--- config.mk ---
export PLATFORM = sky130hd
export DESIGN_NAME = xds_steer
export DESIGN_NICKNAME = d
export VERILOG_FILES = /design/src/rtl/xds_pkg.sv /design/src/rtl/xds_regs.sv /design/src/rtl/xds_route.sv /design/src/rtl/xds_issue.sv /design/src/rtl/xds_steer.sv
export SDC_FILE = /design/constraint.sdc
export NUM_CORES = 1
export LEC_CHECK = 0
export BUFFER_PORTS_ARGS = -buffer_cell sky130_fd_sc_hd__buf_2
export CAP_MARGIN = 20
export CORE_ASPECT_RATIO = 0.75
export CORE_MARGIN = 1.5
export CORE_UTILIZATION = 48
export CTS_CLUSTER_DIAMETER = 200
export DETAILED_ROUTE_END_ITERATION = 10
export PLACE_DENSITY = 0.79
export REMOVE_ABC_BUFFERS = 1
export SETUP_SLACK_MARGIN = 0.15
export SLEW_MARGIN = 20
export SYNTH_ARGS = -nofsm -noshare
export SYNTH_HDL_FRONTEND = slang
export SYNTH_SLANG_ARGS = --single-unit
--- constraint.sdc ---
create_clock -name clk_i -period 1.7 [get_ports clk_i]
set_input_delay 0.085 -clock clk_i [delete_from_list [all_inputs] [get_ports clk_i]]
set_output_delay 0.085 -clock clk_i [all_outputs]
set_load 0.005 [all_outputs]
--- src/rtl/xds_pkg.sv ---
package xds_pkg;
  typedef enum logic [1:0] {
    RT_LOCAL      = 2'b00,
    RT_SPLIT_PORT = 2'b01,
    RT_SPLIT_PAGE = 2'b10,
    RT_REMOTE     = 2'b11
  } route_mode_e;

  localparam int CFG_MODE_LSB = 2;
  localparam int CFG_KEEP_W   = 6;
endpackage

--- src/rtl/xds_regs.sv ---
module xds_regs import xds_pkg::*; #(
  parameter int RW = 8
) (
  input  logic          clk_i,
  input  logic          rst_ni,
  input  logic          reg_wr_i,
  input  logic          reg_sel_i,
  input  logic [RW-1:0] reg_wdata_i,
  output logic [RW-1:0] reg_rdata_o,
  output logic [RW-1:0] page_o,
  output route_mode_e   mode_o
);
  localparam int PADW = RW - CFG_KEEP_W;

  logic [RW-1:0]         page_q;
  logic [CFG_KEEP_W-1:0] cfg_q;
  logic [RW-1:0]         cfg_view;

  always_ff @(posedge clk_i or negedge rst_ni) begin
    if (!rst_ni) begin
      page_q <= '0;
      cfg_q  <= CFG_KEEP_W'(3);
    end else if (reg_wr_i) begin
      if (reg_sel_i) cfg_q  <= reg_wdata_i[CFG_KEEP_W-1:0];
      else           page_q <= reg_wdata_i;
    end
  end

  assign cfg_view    = {{PADW{1'b0}}, cfg_q};
  assign reg_rdata_o = reg_sel_i ? cfg_view : page_q;
  assign page_o      = page_q;
  assign mode_o      = route_mode_e'(cfg_q[CFG_MODE_LSB +: 2]);

  // readback masks the unimplemented top bits
  a_r2_cfg_readback: assert property (@(posedge clk_i) disable iff (!rst_ni)
    (reg_wr_i && reg_sel_i) |=>
      (cfg_view == ($past(reg_wdata_i) & {{PADW{1'b0}}, {CFG_KEEP_W{1'b1}}})));
  // page write lands unchanged
  a_r2_page_readback: assert property (@(posedge clk_i) disable iff (!rst_ni)
    (reg_wr_i && !reg_sel_i) |=> (page_o == $past(reg_wdata_i)));
endmodule

--- src/rtl/xds_route.sv ---
module xds_route import xds_pkg::*; #(
  parameter int RW           = 8,
  parameter int ONCHIP_BYTES = 4096
) (
  input  route_mode_e      mode_i,
  input  logic             wide_i,
  input  logic [2*RW-1:0]  addr_i,
  input  logic [RW-1:0]    page_i,
  input  logic [RW-1:0]    port_hi_i,
  output logic             local_o,
  output logic [2*RW-1:0]  addr_o
);
  localparam int AW = 2 * RW;
  localparam logic [AW-1:0] LIMIT = AW'(ONCHIP_BYTES);
  localparam logic [AW-1:0] MASK  = AW'(ONCHIP_BYTES - 1);

  logic [AW-1:0] page_addr;
  logic [AW-1:0] port_addr;
  logic          below;

  assign page_addr = wide_i ? addr_i : {page_i, addr_i[RW-1:0]};
  assign port_addr = {port_hi_i, addr_i[RW-1:0]};
  assign below     = page_addr < LIMIT;

  always_comb begin
    local_o = 1'b0;
    addr_o  = page_addr;
    unique case (mode_i)
      RT_LOCAL: begin
        local_o = 1'b1;
        addr_o  = page_addr & MASK;
      end
      RT_SPLIT_PORT: begin
        local_o = below;
        if (!below && !wide_i) addr_o = port_addr;
      end
      RT_SPLIT_PAGE: local_o = below;
      RT_REMOTE:     local_o = 1'b0;
      default:       local_o = 1'b0;
    endcase
  end
endmodule

--- src/rtl/xds_issue.sv ---
module xds_issue #(
  parameter int AW = 16
) (
  input  logic          clk_i,
  input  logic          rst_ni,
  input  logic          req_i,
  input  logic          wr_i,
  input  logic          local_i,
  input  logic [AW-1:0] addr_i,
  output logic          onchip_sel_o,
  output logic          offchip_sel_o,
  output logic [AW-1:0] addr_o,
  output logic          wr_o
);
  always_ff @(posedge clk_i or negedge rst_ni) begin
    if (!rst_ni) begin
      onchip_sel_o  <= 1'b0;
      offchip_sel_o <= 1'b0;
      addr_o        <= '0;
      wr_o          <= 1'b0;
    end else begin
      onchip_sel_o  <= req_i & local_i;
      offchip_sel_o <= req_i & ~local_i;
      if (req_i) begin
        addr_o <= addr_i;
        wr_o   <= wr_i;
      end
    end
  end

  // direction travels with the select
  a_r11_dir: assert property (@(posedge clk_i) disable iff (!rst_ni)
    req_i |=> (wr_o == $past(wr_i)));
endmodule

--- src/rtl/xds_steer.sv ---
module xds_steer import xds_pkg::*; #(
  parameter int RW           = 8,
  parameter int ONCHIP_BYTES = 4096
) (
  input  logic            clk_i,
  input  logic            rst_ni,
  input  logic            reg_wr_i,
  input  logic            reg_sel_i,
  input  logic [RW-1:0]   reg_wdata_i,
  output logic [RW-1:0]   reg_rdata_o,
  input  logic            req_i,
  input  logic            wr_i,
  input  logic            wide_i,
  input  logic [2*RW-1:0] addr_i,
  input  logic [RW-1:0]   port_hi_i,
  output logic            onchip_sel_o,
  output logic            offchip_sel_o,
  output logic [2*RW-1:0] addr_o,
  output logic            wr_o
);
  localparam int AW = 2 * RW;

  logic [RW-1:0] page;
  route_mode_e   mode;
  logic          route_local;
  logic [AW-1:0] route_addr;

  xds_regs #(.RW(RW)) i_regs (
    .clk_i, .rst_ni, .reg_wr_i, .reg_sel_i, .reg_wdata_i, .reg_rdata_o,
    .page_o(page), .mode_o(mode)
  );

  xds_route #(.RW(RW), .ONCHIP_BYTES(ONCHIP_BYTES)) i_route (
    .mode_i(mode), .wide_i, .addr_i, .page_i(page), .port_hi_i,
    .local_o(route_local), .addr_o(route_addr)
  );

  xds_issue #(.AW(AW)) i_issue (
    .clk_i, .rst_ni, .req_i, .wr_i, .local_i(route_local), .addr_i(route_addr),
    .onchip_sel_o, .offchip_sel_o, .addr_o, .wr_o
  );


  a_r9_onehot: assert property (@(posedge clk_i) disable iff (!rst_ni)
    $onehot0({onchip_sel_o, offchip_sel_o}));
  a_r9_one_per_req: assert property (@(posedge clk_i) disable iff (!rst_ni)
    req_i |=> (onchip_sel_o || offchip_sel_o));
  a_r9_idle: assert property (@(posedge clk_i) disable iff (!rst_ni)
    !req_i |=> !(onchip_sel_o || offchip_sel_o));

  a_r4_local_alias: assert property (@(posedge clk_i) disable iff (!rst_ni)
    (req_i && mode == RT_LOCAL) |=> (onchip_sel_o && addr_o < AW'(ONCHIP_BYTES)));

  a_r7_remote: assert property (@(posedge clk_i) disable iff (!rst_ni)
    (req_i && mode == RT_REMOTE) |=> offchip_sel_o);
  // wide access above the boundary leaves the chip
  a_r5_split_high: assert property (@(posedge clk_i) disable iff (!rst_ni)
    (req_i && wide_i && (mode == RT_SPLIT_PORT || mode == RT_SPLIT_PAGE)
     && addr_i >= AW'(ONCHIP_BYTES)) |=> offchip_sel_o);

  a_r8_wide_pass: assert property (@(posedge clk_i) disable iff (!rst_ni)
    (req_i && wide_i && mode != RT_LOCAL) |=> (addr_o == $past(addr_i)));
endmodule

==> results of run 1 <==
-- cell families after synthesis --
kind of cell	share of synthesized area
buffers and inverters	0.0510
muxes	0.240
adders and majority gates	0.0222
DFF	0.489
and+or+nand+nor	0.0835
AOI/OAI and AO/OA	0.114
-- layout by cell type (no fill, tap or decap), types with 2 or more instances in the layout --
cell type and count:
sky130_fd_sc_hd__o21ai_1 4, sky130_fd_sc_hd__nand2_1 6, sky130_fd_sc_hd__nor2_1 6, sky130_fd_sc_hd__clkbuf_8 6, sky130_fd_sc_hd__o31ai_1 4, sky130_fd_sc_hd__nor2b_1 5, sky130_fd_sc_hd__o22ai_1 4, sky130_fd_sc_hd__mux2_2 29
sky130_fd_sc_hd__a21oi_1 4, sky130_fd_sc_hd__or3_1 4, sky130_fd_sc_hd__buf_4 4, sky130_fd_sc_hd__mux2i_1 8, sky130_fd_sc_hd__inv_1 10, sky130_fd_sc_hd__buf_2 65, sky130_fd_sc_hd__ha_1 3, sky130_fd_sc_hd__dfstp_2 2
sky130_fd_sc_hd__o21ai_0 4, sky130_fd_sc_hd__o211ai_1 4, sky130_fd_sc_hd__dfrtp_1 31, sky130_fd_sc_hd__o221ai_1 4
-- critical path, delay by kind of cell, from the launching register on --
| family | cells | cell delay, ns |
|---|---|---|
| AO/OA/AOI/OAI | 3 | 0.57 |
| adder cells (fa/ha/maj) | 1 | 0.19 |
| buffers and inverters | 2 | 0.25 |
| flip-flops | 1 | 0.39 |
-- cell usage after synthesis (2+ instances only) --
cell type / n
sky130_fd_sc_hd__mux2_2: 29
sky130_fd_sc_hd__ha_1: 3
sky130_fd_sc_hd__dfrtp_1: 31
sky130_fd_sc_hd__o31ai_1: 4
sky130_fd_sc_hd__nand2_1: 6
sky130_fd_sc_hd__clkbuf_1: 3
sky130_fd_sc_hd__o211ai_1: 4
sky130_fd_sc_hd__nor2_1: 6
sky130_fd_sc_hd__o21ai_0: 4
sky130_fd_sc_hd__o21ai_1: 4
sky130_fd_sc_hd__o22ai_1: 4
sky130_fd_sc_hd__a21oi_1: 4
sky130_fd_sc_hd__nor2b_1: 6
sky130_fd_sc_hd__or3_1: 4
sky130_fd_sc_hd__mux2i_1: 8
sky130_fd_sc_hd__inv_1: 10
sky130_fd_sc_hd__buf_2: 4
sky130_fd_sc_hd__dfstp_2: 2
sky130_fd_sc_hd__o221ai_1: 4
-- through the flow --
stage	setup slack [ns]	total power, mW
after floorplan	0.277	1.27
after global placement	0.330	1.50
after detailed placement	0.277	1.52
after CTS	0.263	2.27
after global routing	0.187	2.39
final	0.229	2.26
-- area by class of cell --
class	count	area, µm²	area share
Clock buffer	7	86.3	0.0395
Sequential cell	33	828	0.379
Timing Repair Buffer	70	365	0.167
Clock inverter	1	30.0	0.0137
Tap cell	40	50.0	0.0229
Multi-Input combinational cell	96	782	0.358
Inverter	11	43.8	0.0200
-- flip-flops by register name, indices dropped and copies added, names as in the netlist --
| name | cells |
|---|---|
| i_issue.addr_o | 16 |
| i_regs.page_o | 8 |
| i_regs.cfg_q | 6 |
| i_issue.offchip_sel_o | 1 |
| i_issue.onchip_sel_o | 1 |
| i_issue.wr_o | 1 |
-- power by group through the flow --
stage	Clock, mW	Combinational, mW	Sequential (mW)
after CTS	0.761	0.517	0.992
after global routing	0.810	0.572	1.01
after global placement	0	0.501	0.997
after floorplan	0	0.272	0.996
after detailed placement	0	0.512	1.01
final	0.747	0.517	0.992
-- routing by layer --
layer / vias up / wire length, µm
li1: 663 / -
met1: 652 / 1770
met2: 49 / 1740
met3: 8 / 236
met4: 0 / 46
met5: - / 0
-- repair_timing --
action / 4_1_cts / 5_1_grt
resized for setup: 0 / 1
setup endpoints to repair: 0 / 3
hold buffers: 1 / 0
buffers inserted: 0 / 0
hold endpoints to repair: 31 / 0
-- worst max-delay path by stage --
stage | end | cells after the start | from | slack (ns)
floorplan | i_issue.addr_o[10] | 6 | i_regs.cfg_q[3] | 0.28
global placement | i_issue.addr_o[9] | 6 | i_regs.cfg_q[2] | 0.33
detailed placement | i_issue.addr_o[11] | 6 | i_regs.cfg_q[2] | 0.28
CTS | i_issue.addr_o[11] | 6 | i_regs.cfg_q[2] | 0.26
global route | i_issue.addr_o[14] | 5 | i_regs.page_o[6] | 0.19
finish | i_issue.addr_o[13] | 6 | i_regs.cfg_q[3] | 0.23
==> results by stage, run 1 <==
Status:
- The flow ran to the end, but the final reports show violations.
- The checks that failed: design-rule violations.

Placement:
- Detailed placement ended at an HPWL of 2800 µm.
- Counting tap cells, the placed design contains a total of 249 instances.
- The congestion estimate from routability-driven global placement came to 0.712.
- Buffers placed on the I/O ports in this run total 65.
- The placement-stage cell area is 2060 µm².

Critical path:
- The worst setup path is captured at a register.
- The largest individual stage delay along the critical path comes from the cell sky130_fd_sc_hd__dfrtp_1.
- Along the worst path, the maximum fanout reaches 13.
- The signal on the critical path passes through inv_1 -> ha_1 -> buf_4 -> o31ai_1 -> o211ai_1 -> o21ai_1.
- The number of cells on the worst reg-to-reg path is 6.
- The startpoint identified for the worst register-to-register timing path is i_regs.cfg_q[3].
- The largest stage delay on the critical path is between 0.3 and 0.4 ns.
- By startpoint and endpoint, the worst setup path is classified as reg -> reg.
- The kind of start point of the critical path is a register.
- The critical path data arrival time is 1.68 ns.
- The worst setup slack for register-to-register paths is 0.23 ns.
- The endpoint of the worst register-to-register path is i_issue.addr_o[13].
- STA puts the critical path data required time at about 1.9 ns.

Final layout:
- The number of nets in the layout is 259.
- The count of non-filler cells in the finished layout is around 260.
- The number of diodes is 0.
- In the final layout, the share of cells above drive strength 1 is 0.505.
- Summing all non-filler instances in the final layout gives an area of 2190 µm².
- The number of filler cells placed in the layout is 285.
- Compared with the post-synthesis result, the final layout area differs by 29.0%.
- Measured on the finished design, the core utilization comes to 0.656.

Timing:
- Hold is met by 0.0331 ns.
- After routing, the total negative slack on setup checks comes to 0 ns.
- The max-slew headroom at the worst pin is 0.512.
- Dividing the final minimum period by the clock period gives 0.865.
- The final setup skew is 0.00476 ns.
- Setup violations remaining at the end of the flow were counted as 0.
- The worst-margin pin slew is around 0.73 ns.
- Setup repair after global routing left no endpoint under its margin.
- For the finished layout, the period the worst path requires is 1.47 ns.
- The number of pins exceeding their max-slew limit in the final report was 0.
- Based on the critical path, the design can be clocked at up to 680 MHz.
- The final hold violation count is 0.

Clock tree:
- The CTS tree is done.
- The number of levels in the clock H-tree is 2.
- The clock passes through at most 2 buffers.
- The clock net in this run drives a total of 33 sinks.
- Clock latency on the worst-skew pair, taken at its later pin, is between 0.2 and 0.3 ns.
- After clock tree synthesis, the clock-pin slew on the worst setup and hold paths is about 0.070 ns.
- The TritonCTS buffer count is 5.
- CTS placed an instance of sky130_fd_sc_hd__clkbuf_8 at the clock tree root.

Logic synthesis:
- The share of the Yosys chip area taken by registers is 0.489.
- In the synthesized netlist the dominant register cell turns out to be sky130_fd_sc_hd__dfrtp_1.
- The largest area contributor in the synthesized netlist is sky130_fd_sc_hd__dfrtp_1.
- The mean instance size in the synthesized netlist is approximately 11 µm².
- The synthesized netlist cell count is 148.
- The number of synthesized flops with an enable pin is 0.
- The share of the synthesized area in the top cell type is 0.458.
- In this run the cell area of the synthesized design comes to 1690 µm².
- The number of unique standard cell types used by synthesis is 27.
- In the post-synthesis netlist, the biggest area contributors are sky130_fd_sc_hd__dfrtp_1 (46%), sky130_fd_sc_hd__mux2_2 (19%), sky130_fd_sc_hd__mux2i_1 (4.7%).
- During synthesis, Yosys emitted a total of 0 warnings.
- The number of storage elements in the synthesis netlist is 33.
- In the synthesized netlist the async set-or-reset flop fraction comes to 1.00.

Floorplanning:
- The effective utilization at floorplan is 0.508.
- The overall die area is just under 4000 µm².
- The die is about 54 µm tall.
- The core footprint is 3330 µm².
- The initialized floorplan defines 18 standard-cell rows.
- For this design the top-level I/O count stands at 66.
- The horizontal die dimension is 71.6 µm.

Route:
- In this run, the number of DRC markers left after iteration 0 of detailed routing was approximately 110.
- The vias after detailed routing is 1372.
- The detailed-routing iteration count for the pre-antenna-repair pass is 7.
- Once detail routing completed, the nets flagged for antenna violations numbered 0.
- Dividing the detail-routed wire length by the instance count gives 14.7 µm.
- The number of design rule violations left after detail routing is 4.
- After detailed routing, the total wire length is 3790 µm.
- Dividing the detail-routed via count by the number of cells gives 5.32.

Global routing:
- Entering global routing, the biggest net connects 34 pins.
- Summed over all layers, the global routing overflow is 0.
- For this run, global-route usage on met2 was measured as 0.335.
- The via count of the first global-routing pass is 1252.
- The routing usage on met3 is 0.0534.
- Across every metal layer, demand over resource in global routing totals 0.210.
- The met1 track demand over resource is 0.284.
- The number of antenna violations at the first check in global routing came to 0.
- The first-pass GRT wire length is approximately 6000 µm.
- The routing layer with the top usage in global route is met2.

Power and ir drop:
- For this design the total switching power over the nets is 0.594 mW.
- The internal power of the cells is roughly 1.7 mW.
- Summed over all cells, the static leakage comes to roughly 1.1 nW.
- The share of total power in combinational logic is 0.229.
- The worst-case vdd ir drop is between 0.6 and 0.7 mV.
- The share of total power consumed by net switching is 0.263.
- The power density relative to cell area is 1030 nW/µm².
- The part of the total power dissipated in sequential elements is 0.440.
- The proportion of power drawn by the clock network is 0.331.

Hold path:
- The origin of the worst min-delay path is addr_i[5].
- The worst min-delay path category is in -> reg.
- Counting instances, the worst hold path has a depth of 2.
- The path with the worst hold slack has its endpoint at i_issue.addr_o[5].

Flow run:
- Max-cap violations in this run came to 0.
(Power assumes the default switching activity.)
==> run 2: changes to the inputs <==
Settings changed: CORE_MARGIN 1.5 to 2.
==> run 2 against run 1 <==
  * The flow now finishes without violations
  * Clock-buffer cell count decreased by 1
  * Clock skew increased by 0.0011 ns
  * Clock power decreased by 2%
  * Sequential power about the same
  * Via count decreased by 0.66%
  * Maximum frequency increased by 5.1%
  * Non-clock buffer count unchanged
  * Sequential cell count unchanged
  * Critical endpoint unchanged
  * Largest cell class unchanged
==> results by stage, run 2 (same netlist as run 1, synthesis figures left out) <==
Critical path:
- The buffering stage count on the worst path with inverters included is 2 (unchanged).
- The kind of cell with the highest combined delay on the critical path is compound AO/OA/AOI/OAI gates.
- The endpoint of the worst register-to-register path is i_issue.addr_o[13].
- Walking the worst path, the cells encountered are inv_1 -> ha_1 -> buf_4 -> o21a_1 -> o211ai_1 -> o21ai_1.
- The data required time of the critical path is 1.85 ns (-0.06 ns).
- The worst setup slack for register-to-register paths is 0.30 ns (+0.07 ns).
- The critical path class is reg -> reg.
- The worst-case reg-to-reg path depth came to 6 (unchanged).
- Among all stages on the critical path, the largest delay is contributed by sky130_fd_sc_hd__dfrtp_1.
- The maximum net fanout on the critical path is 13 (unchanged).
- The critical path endpoint category is a register.
- The launching point of the worst reg2reg path is i_regs.cfg_q[3].
- The largest stage delay on the critical path came to 0.39 ns (about the same).
- The kind of start point of the critical path is a register.
- The critical path data arrival time is 1.55 ns (-0.13 ns).

Floorplanning:
- The I/O pin count is 66 (unchanged).
- The height of the chip is 55.5 µm (+1.8%).
- The horizontal die dimension was 72.6 µm (+1.4%).
- The overall die area was 4030 µm² (+3.3%).
- The floorplan row count is 18 (unchanged).
- The core footprint is 3330 µm² (unchanged).
- The effective utilization at floorplan is 0.508 (unchanged).

Timing:
- The timing-limited maximum frequency is 714 MHz (+5.1%).
- The max-slew headroom at the worst pin came to 0.527 (+0.0153).
- Setup repair after global routing left no endpoint under its margin.
- The worst-margin pin slew is 0.709 ns (-0.0230 ns).
- The setup TNS after final layout came to 0 ns (unchanged).
- The time the worst path needs with I/O delays and setup came to 1.40 ns (-0.0712 ns).
- The final setup violation count is 0 (unchanged).
- The final period utilization is 0.824 (-0.0419).
- The number of pins exceeding their max-slew limit in the final report is 0 (unchanged).
- The final hold violation count was 0 (unchanged).
- The final setup skew is 0.00588 ns (+0.00112 ns).

Power and ir drop:
- The worst-case vdd ir drop is 0.611 mV (-11%).
- The power density relative to cell area came to 1030 nW/µm² (-0.36%).
- The leakage component of the power is 1.06 nW (-0.31%).

Global routing:
- The total global routing track utilization is 0.207 (-0.00289).
- The first-pass GRT wire length came to 6330 µm (+4.9%).
- The number of antenna violations at the first check in global routing was 0 (unchanged).
- The via count of the first global-routing pass is 1336 (+6.7%).
- The leftover overflow at the end of global routing is 0 (unchanged).
- The maximum number of pins on one net before global-route repair is 34 (unchanged).

Clock tree:
- The clock root buffer is sky130_fd_sc_hd__clkbuf_8.
- The TritonCTS sink count is 33 (unchanged).
- The number of levels in the clock H-tree is 2 (unchanged).
- The CTS tree is done.
- The clock insertion delay at the later pin of the skew report is 0.29 ns (about the same).
- The TritonCTS buffer count is 5 (unchanged).
- The clock transition at the registers of the reported paths is 0.07 ns (about the same).
- The number of buffers on the longest clock path is 2 (unchanged).
- The post-CTS setup-driven buffer insertion count is 0 (unchanged).

Final layout:
- The layout overhead on the synthesized area is 28.5%.
- The number of flip-flops under the largest register name is 16 (unchanged).
- The top cell types in the final layout, fill and taps aside, are sky130_fd_sc_hd__buf_2 (65), sky130_fd_sc_hd__dfrtp_1 (31), sky130_fd_sc_hd__mux2_2 (29).
- The number of nets in the layout is 259 (unchanged).
- The number of diodes is 0 (unchanged).
- The library cell used most frequently in the layout, excluding fill and tap cells, is sky130_fd_sc_hd__buf_2.
- The fraction of final layout cells sized beyond drive strength 1 is 0.505 (unchanged).
- The final standard cell utilization of the core came to 0.653 (-0.00263).
- Ranked by flip-flop count, first place goes to i_issue.addr_o.

Hold path:
- The number of cells traversed by the worst hold path is 2 (unchanged).
- The hold path endpoint is i_regs.page_o[6].
- The worst min-delay path category is in -> reg.
- The origin of the worst min-delay path is reg_wdata_i[6].

Route:
- The number of nets with antenna violations after detailed routing was 0 (unchanged).
- The detailed-route wire length is 3880 µm (+2.3%).
- The starting DRC count in detailed routing is 153 (+46%).
- The detailed-routing iteration count for the pre-antenna-repair pass is 4 (-3).
- The number of design rule violations left after detail routing is 0 (-4).
- The vias after detailed routing is 1363 (-0.66%).
- The average routed wire per standard cell was 15.0 µm (+2.3%).
- The detailed-route vias per instance is 5.28 (-0.66%).

Placement:
- The final weighted congestion in routability-driven placement was 0.781 (+9.7%).
- The count of input and output buffers is 65 (unchanged).
- The HPWL after detailed placement came to 2760 µm (-1.2%).

Flow run:
- The number of maximum-capacitance constraint violations is 0 (unchanged).

Status:
- The flow ran to the end, and the final reports show no timing, DRC or antenna violations.
==> run 2: changes by cell type in the layout (fill, tap and decap cells not counted), sizes merged <==
cell | before | now
clkbuf | 7 | 6
clkinv | 0 | 1
==> run 2: per-stage QoR <==
stage | worst slack (ns) | instance area (µm²) | hold slack (ns) | instances | power, mW
floorplan | 0.277 | 1650 | -0.211 | 140 | 1.27
global placement | 0.343 | 2060 | 0.175 | 249 | 1.50
detailed placement | 0.252 | 2060 | 0.178 | 249 | 1.52
CTS | 0.246 | 2170 | 0.00845 | 258 | 2.26
global route | 0.145 | 2180 | 0.0113 | 258 | 2.36
finish | 0.300 | 2180 | 0.0161 | 258 | 2.24
==> run 2: worst reg2reg max path: cells and delay by family, from the launching register on <==
kind	cells	cell delay (ns)
AOI/OAI and AO/OA	3	0.42
DFF	1	0.39
buffers and inverters	2	0.26
adders and majority gates	1	0.19
==> run 2: power breakdown <==
part	total [mW]	leakage [nW]	internal [mW]	switching [mW]
clock	0.730	0.0552	0.435	0.295
sequential	0.994	0.394	0.908	0.0853
combinational	0.515	0.606	0.276	0.239
total	2.24	1.06	1.62	0.620
==> run 2: timing repair <==
item,4_1_cts,5_1_grt
endpoints found under the setup margin,0,4
resized for setup,0,1
endpoints found under the hold margin,31,0
hold buffers,1,0
==> run 2: cell type report <==
class                      instances  area [µm²]
multi-input combinational         96         782
clock inverter                     2        35.0
clock buffer                       6        72.6
sequential                        33         828
tap                               40        50.0
inverter                          11        43.8
fill                             285        1160
timing repair buffer              70         365
==> run 2: routing by layer <==
layer | GRT usage | vias up | wire length (µm)
li1 | - | 666 | -
met1 | 0.284 | 651 | 1780
met2 | 0.309 | 40 | 1810
met3 | 0.0547 | 6 | 216
met4 | 0.0873 | 0 | 73
met5 | 0 | - | 0
==> run 2: worst max-delay path by stage <==
stage / from / endpoint / slack [ns] / cells after the start
after floorplan: i_regs.cfg_q[3] / i_issue.addr_o[10] / 0.28 / 6
after global placement: i_regs.cfg_q[2] / i_issue.addr_o[9] / 0.34 / 6
after detailed placement: i_regs.cfg_q[2] / i_issue.addr_o[9] / 0.25 / 6
after CTS: i_regs.cfg_q[2] / i_issue.addr_o[9] / 0.25 / 6
after global routing: i_regs.cfg_q[3] / i_issue.addr_o[14] / 0.15 / 6
final: i_regs.cfg_q[3] / i_issue.addr_o[13] / 0.30 / 6
==> run 3: changes to the inputs <==
Clock period 1.7 ns to 1.5 ns, I/O delays scaled along.
==> run 3 against run 2 <==
  * Final cell count up 3.1%
  * Global-route usage up 0.30 points
  * Combinational power up 30%
  * Die area unchanged
  * Sequential cell count unchanged
  * Sequential power up 14%
  * Clock-buffer cell count unchanged
  * Via count up 5.8%
  * Critical path type unchanged
==> results by stage, run 3 (same netlist as run 1, synthesis figures left out) <==
Power and ir drop:
- The share of total power in combinational logic was 0.254 (+0.024).
- The leakage component of the power was 1.10 nW (+4.1%).
- The power density relative to cell area is 1150 nW/µm² (+12%).
- The switching power total is 0.742 mW (+20%).
- The worst-case vdd ir drop is 0.769 mV (+26%).
- The share of total power consumed by net switching is 0.282 (+0.00492).
- The proportion of power drawn by the clock network is 0.315 (-0.011).
- The part of the total power dissipated in sequential elements is 0.430 (-0.014).
- The internal power of the cells is 1.89 mW (+17%).

Global routing:
- The first-pass GRT wire length came to 6400 µm (+1.1%).
- The maximum number of pins on one net before global-route repair is 34 (unchanged).
- The total global routing track utilization was 0.211 (+0.00305).
- The leftover overflow at the end of global routing came to 0 (unchanged).
- The number of antenna violations at the first check in global routing came to 0 (unchanged).
- The via count of the first global-routing pass is 1338 (+0.15%).

Critical path:
- The kind of start point of the critical path is a register.
- The worst setup slack for register-to-register paths came to 0.11 ns (-0.19 ns).
- The critical path is of the reg -> reg type.
- STA classifies the critical path endpoint as a register.
- The endpoint identified for the worst register-to-register timing path is i_issue.addr_o[13].
- The critical path data arrival time is 1.60 ns (+0.05 ns).
- The worst-case reg-to-reg path depth is 5 (-1).
- The maximum net fanout on the critical path is 5 (-8).
- The first element of the critical path is i_regs.page_o[4].
- The data required time of the critical path is 1.71 ns (-0.14 ns).
- In this run the critical register-to-register path is launched from i_regs.page_o[4].
- The critical path ends at i_issue.addr_o[13].

Final layout:
- The number of flip-flops under the largest register name is 16 (unchanged).
- The footprint of the multi-input gates is 831 µm² (+6.2%).
- The number of nets in the layout was 267 (+3.1%).
- The fraction of final layout cells sized beyond drive strength 1 is 0.571 (+0.0662).
- The number of filler cells placed in the layout is 262 (-8.1%).
- The count of non-filler cells in the finished layout is 266 (+3.1%).
- The sequential cell area was 833 µm² (+0.60%).
- The final standard cell utilization of the core is 0.688 (+0.0353).
- The register bank with the most flops is i_issue.addr_o.
- Leaving out fill and tap cells, the most frequent cells in the layout are sky130_fd_sc_hd__buf_2 (66), sky130_fd_sc_hd__mux2_2 (29), sky130_fd_sc_hd__dfrtp_1 (27).
- The commonest non-fill, non-tap cell in the layout is sky130_fd_sc_hd__buf_2.
- From synthesis to final layout, the design area changed by 35.5%.
- The number of diodes is 0 (unchanged).

Placement:
- The HPWL after detailed placement is 2760 µm (unchanged).
- The post-place setup slack is 0.0521 ns (-0.200 ns).
- The instance count after placement with tap cells included is 249 (unchanged).
- The final weighted congestion in routability-driven placement is 0.781 (unchanged).
- The count of input and output buffers is 65 (unchanged).

Timing:
- The final worst slack was 0.115 ns (-0.185 ns).
- The worst-margin pin slew was 0.729 ns (+0.0194 ns).
- The time the worst path needs with I/O delays and setup is 1.39 ns (-0.0150 ns).
- The max-slew headroom at the worst pin is 0.514 (-0.0129).
- The final hold violation count is 0 (unchanged).
- The final period utilization is 0.923 (+0.0998).
- The final setup violation count is 0 (unchanged).
- The final setup skew is 0.00636 ns (+0.000477 ns).
- The timing-limited maximum frequency is 722 MHz (+1.1%).
- The number of pins exceeding their max-slew limit in the final report is 0 (unchanged).
- Setup repair after global routing could not meet its margin everywhere.
- The setup TNS after final layout is 0 ns (unchanged).

Floorplanning:
- The floorplan row count was 18 (unchanged).
- The horizontal die dimension is 72.6 µm (unchanged).
- The height of the chip is 55.5 µm (unchanged).
- The I/O pin count came to 66 (unchanged).
- The overall die area was 4030 µm² (unchanged).
- The core footprint is 3330 µm² (unchanged).
- The effective utilization at floorplan is 0.508 (unchanged).

Clock tree:
- The number of buffers on the longest clock path is 2 (unchanged).
- The number of levels in the clock H-tree is 2 (unchanged).
- The TritonCTS buffer count came to 5 (unchanged).
- The clock root buffer is sky130_fd_sc_hd__clkbuf_8.
- The clock insertion delay at the later pin of the skew report was 0.30 ns (about the same).
- The clock transition at the registers of the reported paths is 0.07 ns (about the same).
- TritonCTS built the clock tree.
- The TritonCTS sink count is 33 (unchanged).

Route:
- The detailed-route vias per instance was 5.42 (+2.6%).
- The number of nets with antenna violations after detailed routing is 0 (unchanged).
- The detailed-route wire length came to 4090 µm (+5.6%).
- The detailed-routing iteration count for the pre-antenna-repair pass came to 4 (unchanged).
- The average routed wire per standard cell is 15.4 µm (+2.4%).
- The number of design rule violations left after detail routing is 0 (unchanged).
- The starting DRC count in detailed routing is 138 (-9.8%).
- The vias after detailed routing is 1442 (+5.8%).

Status:
- The run finished with clean final reports.

Hold path:
- The number of cells traversed by the worst hold path was 2 (unchanged).
- The origin of the worst min-delay path is reg_wdata_i[7].
- The worst min-delay path category is in -> reg.

Flow run:
- The number of maximum-capacitance constraint violations came to 0 (unchanged).
-- run 3: worst min path at each step --
| stage | endpoint | slack [ns] |
|---|---|---|
| floorplan | i_issue.addr_o[0] | -0.22 |
| detailed placement | i_issue.addr_o[13] | 0.17 |
| finish | i_regs.page_o[7] | 0.009 |
| CTS | i_regs.page_o[7] | 0.003 |
| global route | i_issue.addr_o[2] | 0.002 |
| global placement | i_issue.addr_o[7] | 0.17 |
-- run 3: final cells by class --
cell class / count / share of cell area
multi-input cells: 96 / 0.362
well taps: 40 / 0.0218
repair buffers: 78 / 0.187
flip-flops and latches: 33 / 0.363
clock buffers: 6 / 0.0316
clock inverters: 2 / 0.0153
inverters: 11 / 0.0191
-- run 3: per-layer routing --
layer | part of all wire | routed length (µm) | global-route usage
met4 | 0.018 | 72 | 0.0873
met5 | 0 | 0 | 0
met3 | 0.062 | 252 | 0.0547
met1 | 0.44 | 1820 | 0.288
met2 | 0.48 | 1950 | 0.316
-- run 3: repair_timing --
| action | CTS | global route |
|---|---|---|
| hold buffers | 2 | 0 |
| setup endpoints to repair | 8 | 10 |
| gates resized for setup | 2 | 15 |
| buffers inserted | 2 | 4 |
| cloned | 0 | 1 |
| endpoints found under the hold margin | 32 | 0 |
| pin swaps | 0 | 5 |
-- run 3: per-stage QoR --
stage	total power [mW]	hold slack (ns)	cell area [µm²]
final	2.63	0.00935	2290
after detailed placement	1.72	0.168	2060
after floorplan	1.44	-0.221	1650
after global routing	2.77	0.00236	2290
after CTS	2.57	0.00250	2200
after global placement	1.70	0.165	2060
-- run 3: critical path: stages (launching register included) --
cell and delay [ns]:
sky130_fd_sc_hd__dfrtp_2 0.45, sky130_fd_sc_hd__nor4_4 0.28, sky130_fd_sc_hd__buf_4 0.18, sky130_fd_sc_hd__o21a_1 0.17, sky130_fd_sc_hd__o211ai_1 0.09, sky130_fd_sc_hd__o21ai_1 0.12
-- run 3: power by group through the flow --
stage                     sequential, mW  combinational [mW]  clock, mW
after floorplan                     1.13               0.308          0
after global placement              1.13               0.567          0
after detailed placement            1.14               0.580          0
after CTS                           1.12               0.606      0.845
after global routing                1.15               0.741      0.875
final                               1.13               0.670      0.830
